**src/rtl/rmem_pkg.sv**
```systemverilog
// Package: shared access classification for the retentive memory.
// Assumes: callers sample pwr_on/en/wr in the same cycle they classify.
package rmem_pkg;

    typedef enum logic [1:0] {
        ACC_IDLE  = 2'd0,
        ACC_READ  = 2'd1,
        ACC_WRITE = 2'd2,
        ACC_OFF   = 2'd3
    } acc_e;

    // Map raw control inputs to one access kind; power-off dominates.
    function automatic acc_e classify(input logic pwr, input logic en, input logic wr);
        if (!pwr)    return ACC_OFF;
        else if (!en) return ACC_IDLE;
        else if (wr)  return ACC_WRITE;
        else          return ACC_READ;
    endfunction

endpackage

```
**src/rtl/rmem_half_decoder.sv**
```systemverilog
// Half decoder: turns an address into a one-hot select over N outputs.
// Assumes: N is a power of two and LAW = log2(N); all outputs are zero when en is low.
module rmem_half_decoder #(
    parameter int N   = 32,
    parameter int LAW = $clog2(N)
) (
    input  logic           en,
    input  logic [LAW-1:0] addr,
    output logic [N-1:0]   onehot
);

    // One comparator per output, gated by the half enable.
    for (genvar i = 0; i < N; i++) begin : g_out
        assign onehot[i] = en && (addr == LAW'(i));
    end

endmodule

```
**src/rtl/rmem_split_decoder.sv**
```systemverilog
// Split decoder: the top address bit enables exactly one of two half decoders.
// Assumes: WORDS is a power of two of at least 4; the outputs are combinational.
module rmem_split_decoder #(
    parameter int WORDS = 64,
    parameter int AW    = $clog2(WORDS)
) (
    input  logic          en,
    input  logic [AW-1:0] addr,
    output logic [1:0]    half_en,
    output logic [WORDS-1:0] sel
);

    localparam int HALF = WORDS / 2;
    localparam int LAW  = AW - 1;

    logic hi_bit;

    // Upper address bit steers the enable to one half only.
    always_comb begin
        hi_bit     = addr[AW-1];
        half_en[0] = en && !hi_bit;
        half_en[1] = en &&  hi_bit;
    end

    for (genvar h = 0; h < 2; h++) begin : g_half
        rmem_half_decoder #(.N(HALF), .LAW(LAW)) u_half (
            .en     (half_en[h]),
            .addr   (addr[LAW-1:0]),
            .onehot (sel[h*HALF +: HALF])
        );
    end

endmodule

```
**src/rtl/rmem_array.sv**
```systemverilog
// Word array: writes the selected word and OR-combines the selected word for reads.
// Assumes: sel is one-hot or zero; contents have no reset and survive power loss.
module rmem_array #(
    parameter int WORDS = 64,
    parameter int WIDTH = 32
) (
    input  logic             clk,
    input  logic             we,
    input  logic [WORDS-1:0] sel,
    input  logic [WIDTH-1:0] din,
    output logic [WIDTH-1:0] rd_data
);

    logic [WIDTH-1:0] mem [WORDS];

    for (genvar i = 0; i < WORDS; i++) begin : g_word
        // Store the input word when this word is selected for a write.
        always_ff @(posedge clk) begin
            if (we && sel[i]) mem[i] <= din;
        end
    end

    // OR tree over the masked words forms the read path.
    always_comb begin
        rd_data = '0;
        for (int i = 0; i < WORDS; i++) begin
            rd_data = rd_data | (sel[i] ? mem[i] : '0);
        end
    end

endmodule

```
**src/rtl/rmem_retain.sv**
```systemverilog
// Retention stage: shadow copy of the last write plus the registered output.
// Assumes: acc comes from rmem_pkg::classify; reset is synchronous active-low.
module rmem_retain
    import rmem_pkg::*;
#(
    parameter int WIDTH = 32
) (
    input  logic             clk,
    input  logic             rst_n,
    input  acc_e             acc,
    input  logic [WIDTH-1:0] din,
    input  logic [WIDTH-1:0] rd_data,
    output logic [WIDTH-1:0] dout
);

    logic [WIDTH-1:0] shadow_q;

    // Shadow register follows every write; reset clears it.
    always_ff @(posedge clk) begin
        if (!rst_n)                shadow_q <= '0;
        else if (acc == ACC_WRITE) shadow_q <= din;
    end

    // Output: shadow while power is off, array data on a read, otherwise hold.
    always_ff @(posedge clk) begin
        if (!rst_n) begin
            dout <= '0;
        end else begin
            unique case (acc)
                ACC_OFF:  dout <= shadow_q;
                ACC_READ: dout <= rd_data;
                default:  dout <= dout;
            endcase
        end
    end

endmodule

```
**src/rtl/rmem_core.sv**
```systemverilog
// Top: retentive word memory with a split decoder and power-off output retention.
// Assumes: WORDS is a power of two of at least 4; wr=1 writes and wr=0 reads.
module rmem_core
    import rmem_pkg::*;
#(
    parameter int WORDS = 64,
    parameter int WIDTH = 32,
    parameter int AW    = $clog2(WORDS)
) (
    input  logic             clk,
    input  logic             rst_n,
    input  logic             pwr_on,
    input  logic             en,
    input  logic             wr,
    input  logic [AW-1:0]    addr,
    input  logic [WIDTH-1:0] din,
    output logic [WIDTH-1:0] dout
);

    acc_e             acc;
    logic             act;
    logic             we;
    logic [1:0]       half_en;
    logic [WORDS-1:0] word_sel;
    logic [WIDTH-1:0] rd_data;

    // Classify the cycle; the decoder only runs while powered and enabled.
    always_comb begin
        acc = classify(pwr_on, en, wr);
        act = (acc == ACC_READ) || (acc == ACC_WRITE);
        we  = (acc == ACC_WRITE);
    end

    rmem_split_decoder #(.WORDS(WORDS), .AW(AW)) u_dec (
        .en      (act),
        .addr    (addr),
        .half_en (half_en),
        .sel     (word_sel)
    );

    rmem_array #(.WORDS(WORDS), .WIDTH(WIDTH)) u_arr (
        .clk     (clk),
        .we      (we),
        .sel     (word_sel),
        .din     (din),
        .rd_data (rd_data)
    );

    rmem_retain #(.WIDTH(WIDTH)) u_ret (
        .clk     (clk),
        .rst_n   (rst_n),
        .acc     (acc),
        .din     (din),
        .rd_data (rd_data),
        .dout    (dout)
    );

endmodule

```
**config.mk**
```make
export PLATFORM = sky130hd
export DESIGN_NAME = rmem_core
export DESIGN_NICKNAME = d
export VERILOG_FILES = /design/src/rtl/rmem_pkg.sv /design/src/rtl/rmem_half_decoder.sv /design/src/rtl/rmem_split_decoder.sv /design/src/rtl/rmem_array.sv /design/src/rtl/rmem_retain.sv /design/src/rtl/rmem_core.sv
export SDC_FILE = /design/constraint.sdc
export NUM_CORES = 2
export LEC_CHECK = 0
export BUFFER_PORTS_ARGS = -buffer_cell sky130_fd_sc_hd__buf_4
export CAP_MARGIN = 15
export CELL_PAD_IN_SITES_DETAIL_PLACEMENT = 0
export CELL_PAD_IN_SITES_GLOBAL_PLACEMENT = 1
export CORE_ASPECT_RATIO = 1.75
export CORE_MARGIN = 3
export CORE_UTILIZATION = 50
export CTS_BUF_LIST = sky130_fd_sc_hd__clkbuf_8
export DETAILED_ROUTE_END_ITERATION = 10
export GPL_TIMING_DRIVEN = 0
export MAX_ROUTING_LAYER = met4
export PLACE_DENSITY_LB_ADDON = 0.2
export SLEW_MARGIN = 20
export SYNTH_ARGS = -nofsm -noshare
export SYNTH_HDL_FRONTEND = slang
export SYNTH_HIERARCHICAL = 1
export SYNTH_SLANG_ARGS = --single-unit
```
**constraint.sdc**
```tcl
create_clock -name clk -period 2.9 [get_ports clk]
set_input_delay 0 -clock clk [delete_from_list [all_inputs] [get_ports clk]]
set_output_delay 0 -clock clk [all_outputs]
set_load 0.03 [all_outputs]
```
==> impl_results.md <==
- Status: finished with violations
- Failing checks: setup timing
- Clk_lat worst skew: 0.89 ns
- Setup crit end kind: flop
- Initial antenna violation count: 14
- Tmin final: 3.01 ns
- Mapped Avg Cell Area: 19.4 um^2
- Drt wl/cell: 33.9 um
- Fin Hold WS: 0.182 ns
- Synth Cell Area: 0.0766 mm^2
- Die ar.: 0.158 mm^2
- Seq/Total Area, Yosys: 82.0%
- Die width: 302 um
- Via count: 42,100
- Clk buf depth: 4
- Total grt overflow: 0
- Drt total wl: 225 mm
- Clock net sink count: 2,112
- Fin. Hold Viols: 0
- Max H-tree Level: 5
- DRC: 0
- Worst path top cell family by delay: simple AND/OR/NAND/NOR gates
- Tcrit/Tclk final: 104%
- Final #Nets: 4,461
- Placement Setup Slack: -1.36 ns
- CTS tree: built
- Worst Path Required: 3.61 ns
- Setup TNS: -0.117 ns
- Met3 Resource Use GR: 5.27%
- Crit path cell chain: buf_4 > or2_1 > clkbuf_1 > nor2_1 > buf_2 > buf_6 > a22o_1 > a221oi_1 > nand4_1 > or4_1 > mux2i_1 > a21oi_1
- Worst min path class: primary input to flop
- Fraction of layout cells with a size suffix above 1: 16.9%
- Final setup viols: 3
- Num CTS Buffers: 296
- Ys Warns: 6
- CP max stage cell: or4_1
- Cell Count Post-Placement: 6,086
- Maximum clock rate: 0.332 GHz
- I/O pin count: 75
- Fin cells: 6,644
- GRT Total Usage: 29.2%
- Core ar.: 0.152 mm^2
- WP buf/inv: 4
- CP Data Arrival Time: 3.72 ns
- Register bit count reported by yosys: 2,112
- Vias in the first global route: 42,400
- Worst Path Max Fanout: 10
- Core Rows: 189
- CTS clk-pin slew, worst paths: 0.07 ns
- Grt met2 use: 50.3%
- Area Growth Syn to Fin: 14.0%
- Vias per cell: 6.33
- Pre-antenna DRT Iters: 6
- Syn_nets: 3,987
- Worst stage delay on the critical path: 0.71 ns
- Dpl hpwl: 149 mm
- Starting DRT DRC Count: 4,000
- Global-route wire length before repair: 314 mm
- Cell Pwr Density: 640 mW/mm^2
- Fin. max-slew vios: 0
- Final setup margin: -0.110 ns
- Clock skew: 0.0422 ns
- Leak Pwr: 28.1 nW
- Peak supply drop: 0.358 mV
- Post-Syn Instances: 3,944
- Worst setup path category: primary input to flop
- Die Y: 524 um
- Initial core utilization: 50.4%
- CP Launch Type: primary input
- Met1 Use GR: 33.0%
- Gpl congestion: 0.892
- GR peak layer: met2
- DRT antenna net count: 0
- Final total power: 0.0558 W
- Clock Tree Root: clkbuf_8
- Worst-margin pin slew: 1.09 ns
- Max_cap viols: 0
- Rel. slew slack: 27.7%
- Port Buf Inserts: 73
- Yosys cell types: 35
- Largest net degree at the start of global routing: 66
==> area by class of cell <==
type,count,area [um^2]
Fill cell,11600,64500
Inverter,1,3.75
Sequential cell,2112,62800
Clock inverter,192,895
Tap cell,2005,2510
Multi-Input combinational cell,1537,12500
Buffer,280,1770
Clock buffer,308,4240
Antenna cell,19,47.5
Timing Repair Buffer,190,2510
==> per-layer routing <==
| metal | vias to the layer above | wire length (um) |
|---|---|---|
| li1 | 17900 | - |
| met1 | 21900 | 77700 |
| met2 | 1800 | 118000 |
| met3 | 437 | 16600 |
| met4 | 0 | 12300 |
| met5 | - | 0 |
==> worst register-to-register path, stage by stage, from the launching register on <==
cell and delay (ns):
edfxtp_1 0.36, a22o_1 0.23, a221oi_1 0.53, nand4_1 0.66, or4_1 0.72, mux2i_1 0.16
a21oi_1 0.08
==> worst paths after layout <==
path | start | to | slack [ns] | depth (start not counted)
worst max-delay path | addr[1] | u_ret/dout[18]$_SDFFE_PN0P_ | -0.11 | 12
worst min register to register | u_ret/shadow_q[4]$_SDFFE_PN0N_ | u_ret/shadow_q[4]$_SDFFE_PN0N_ | 0.45 | 2
worst min-delay path | en | u_ret/dout[2]$_SDFFE_PN0P_ | 0.18 | 6
worst max register to register | u_arr/mem[0][434]$_DFFE_PP_ | u_ret/dout[18]$_SDFFE_PN0P_ | 0 | 6
==> kinds of logic after synthesis <==
group,share of synthesized area (%)
AOI/OAI and AO/OA,12.5
buffers and inverters,2.30
muxes,0.418
and+or+nand+nor,2.85
DFF,82.0
==> stage by stage <==
stage,util [%],instance area (um^2)
after floorplan,-,76600
after global placement,52.5,79600
after detailed placement,53.5,81200
after CTS,57.3,87000
after global routing,57.5,87200
final,57.5,87300
==> Yosys cell counts <==
cell	count	area, um^2
a21boi_0	2	15.0
a21boi_1	30	225
a21oi_1	32	160
a221oi_1	511	4480
a221oi_2	1	15.0
a22o_1	509	4460
a22o_2	3	30.0
and2_1	64	400
and2_2	2	15.0
and2b_1	1	7.51
and2b_2	1	8.76
and3_2	1	7.51
buf_1	4	15.0
buf_2	43	215
buf_4	11	82.6
buf_6	61	687
buf_8	3	45.0
clkbuf_1	165	619
clkbuf_8	7	96.3
dfxtp_1	64	1280
edfxtp_1	2048	61500
inv_1	1	3.75
mux2i_1	32	320
nand2_1	68	255
nand2b_1	4	25.0
nand2b_2	1	8.76
nand4_1	130	813
nand4b_1	6	52.6
nand4bb_1	6	67.6
nor2_1	64	240
o21ai_0	32	160
o21ai_1	1	5.00
or2_1	2	12.5
or4_1	32	240
or4b_4	2	27.5
==> power breakdown <==
| group | switching, W | internal, W | leakage (nW) |
|---|---|---|---|
| registers | 0.0000460 | 0.0335 | 18.9 |
| logic | 0.00108 | 0.000304 | 6.21 |
| clock network | 0.0107 | 0.0102 | 2.98 |
| total | 0.0118 | 0.0440 | 28.1 |
==> flip-flops by register name, indices dropped and copies added (netlist names) <==
| name | count |
|---|---|
| u_arr/mem | 2048 |
| u_ret/dout | 32 |
| u_ret/shadow_q | 32 |
==> placed cells by master, fill, tap and decap left out, types with 66 or more instances in the layout <==
master    count
nand4_1     130
edfxtp_1   2048
clkbuf_8    315
buf_4        91
a221oi_1    467
nand2_1      68
clkbuf_1    112
a22o_1      509
inv_1       104
and2_2       66
==> what timing repair did <==
| action | CTS | global route |
|---|---|---|
| pin swaps | 24 | 27 |
| buffers inserted | 4 | 2 |
| gates resized for setup | 63 | 77 |
| hold endpoints to repair | 2112 | 0 |
| hold buffers | 47 | 0 |
| endpoints found under the setup margin | 28 | 25 |
Note: power is estimated with default switching activity, not from simulation.
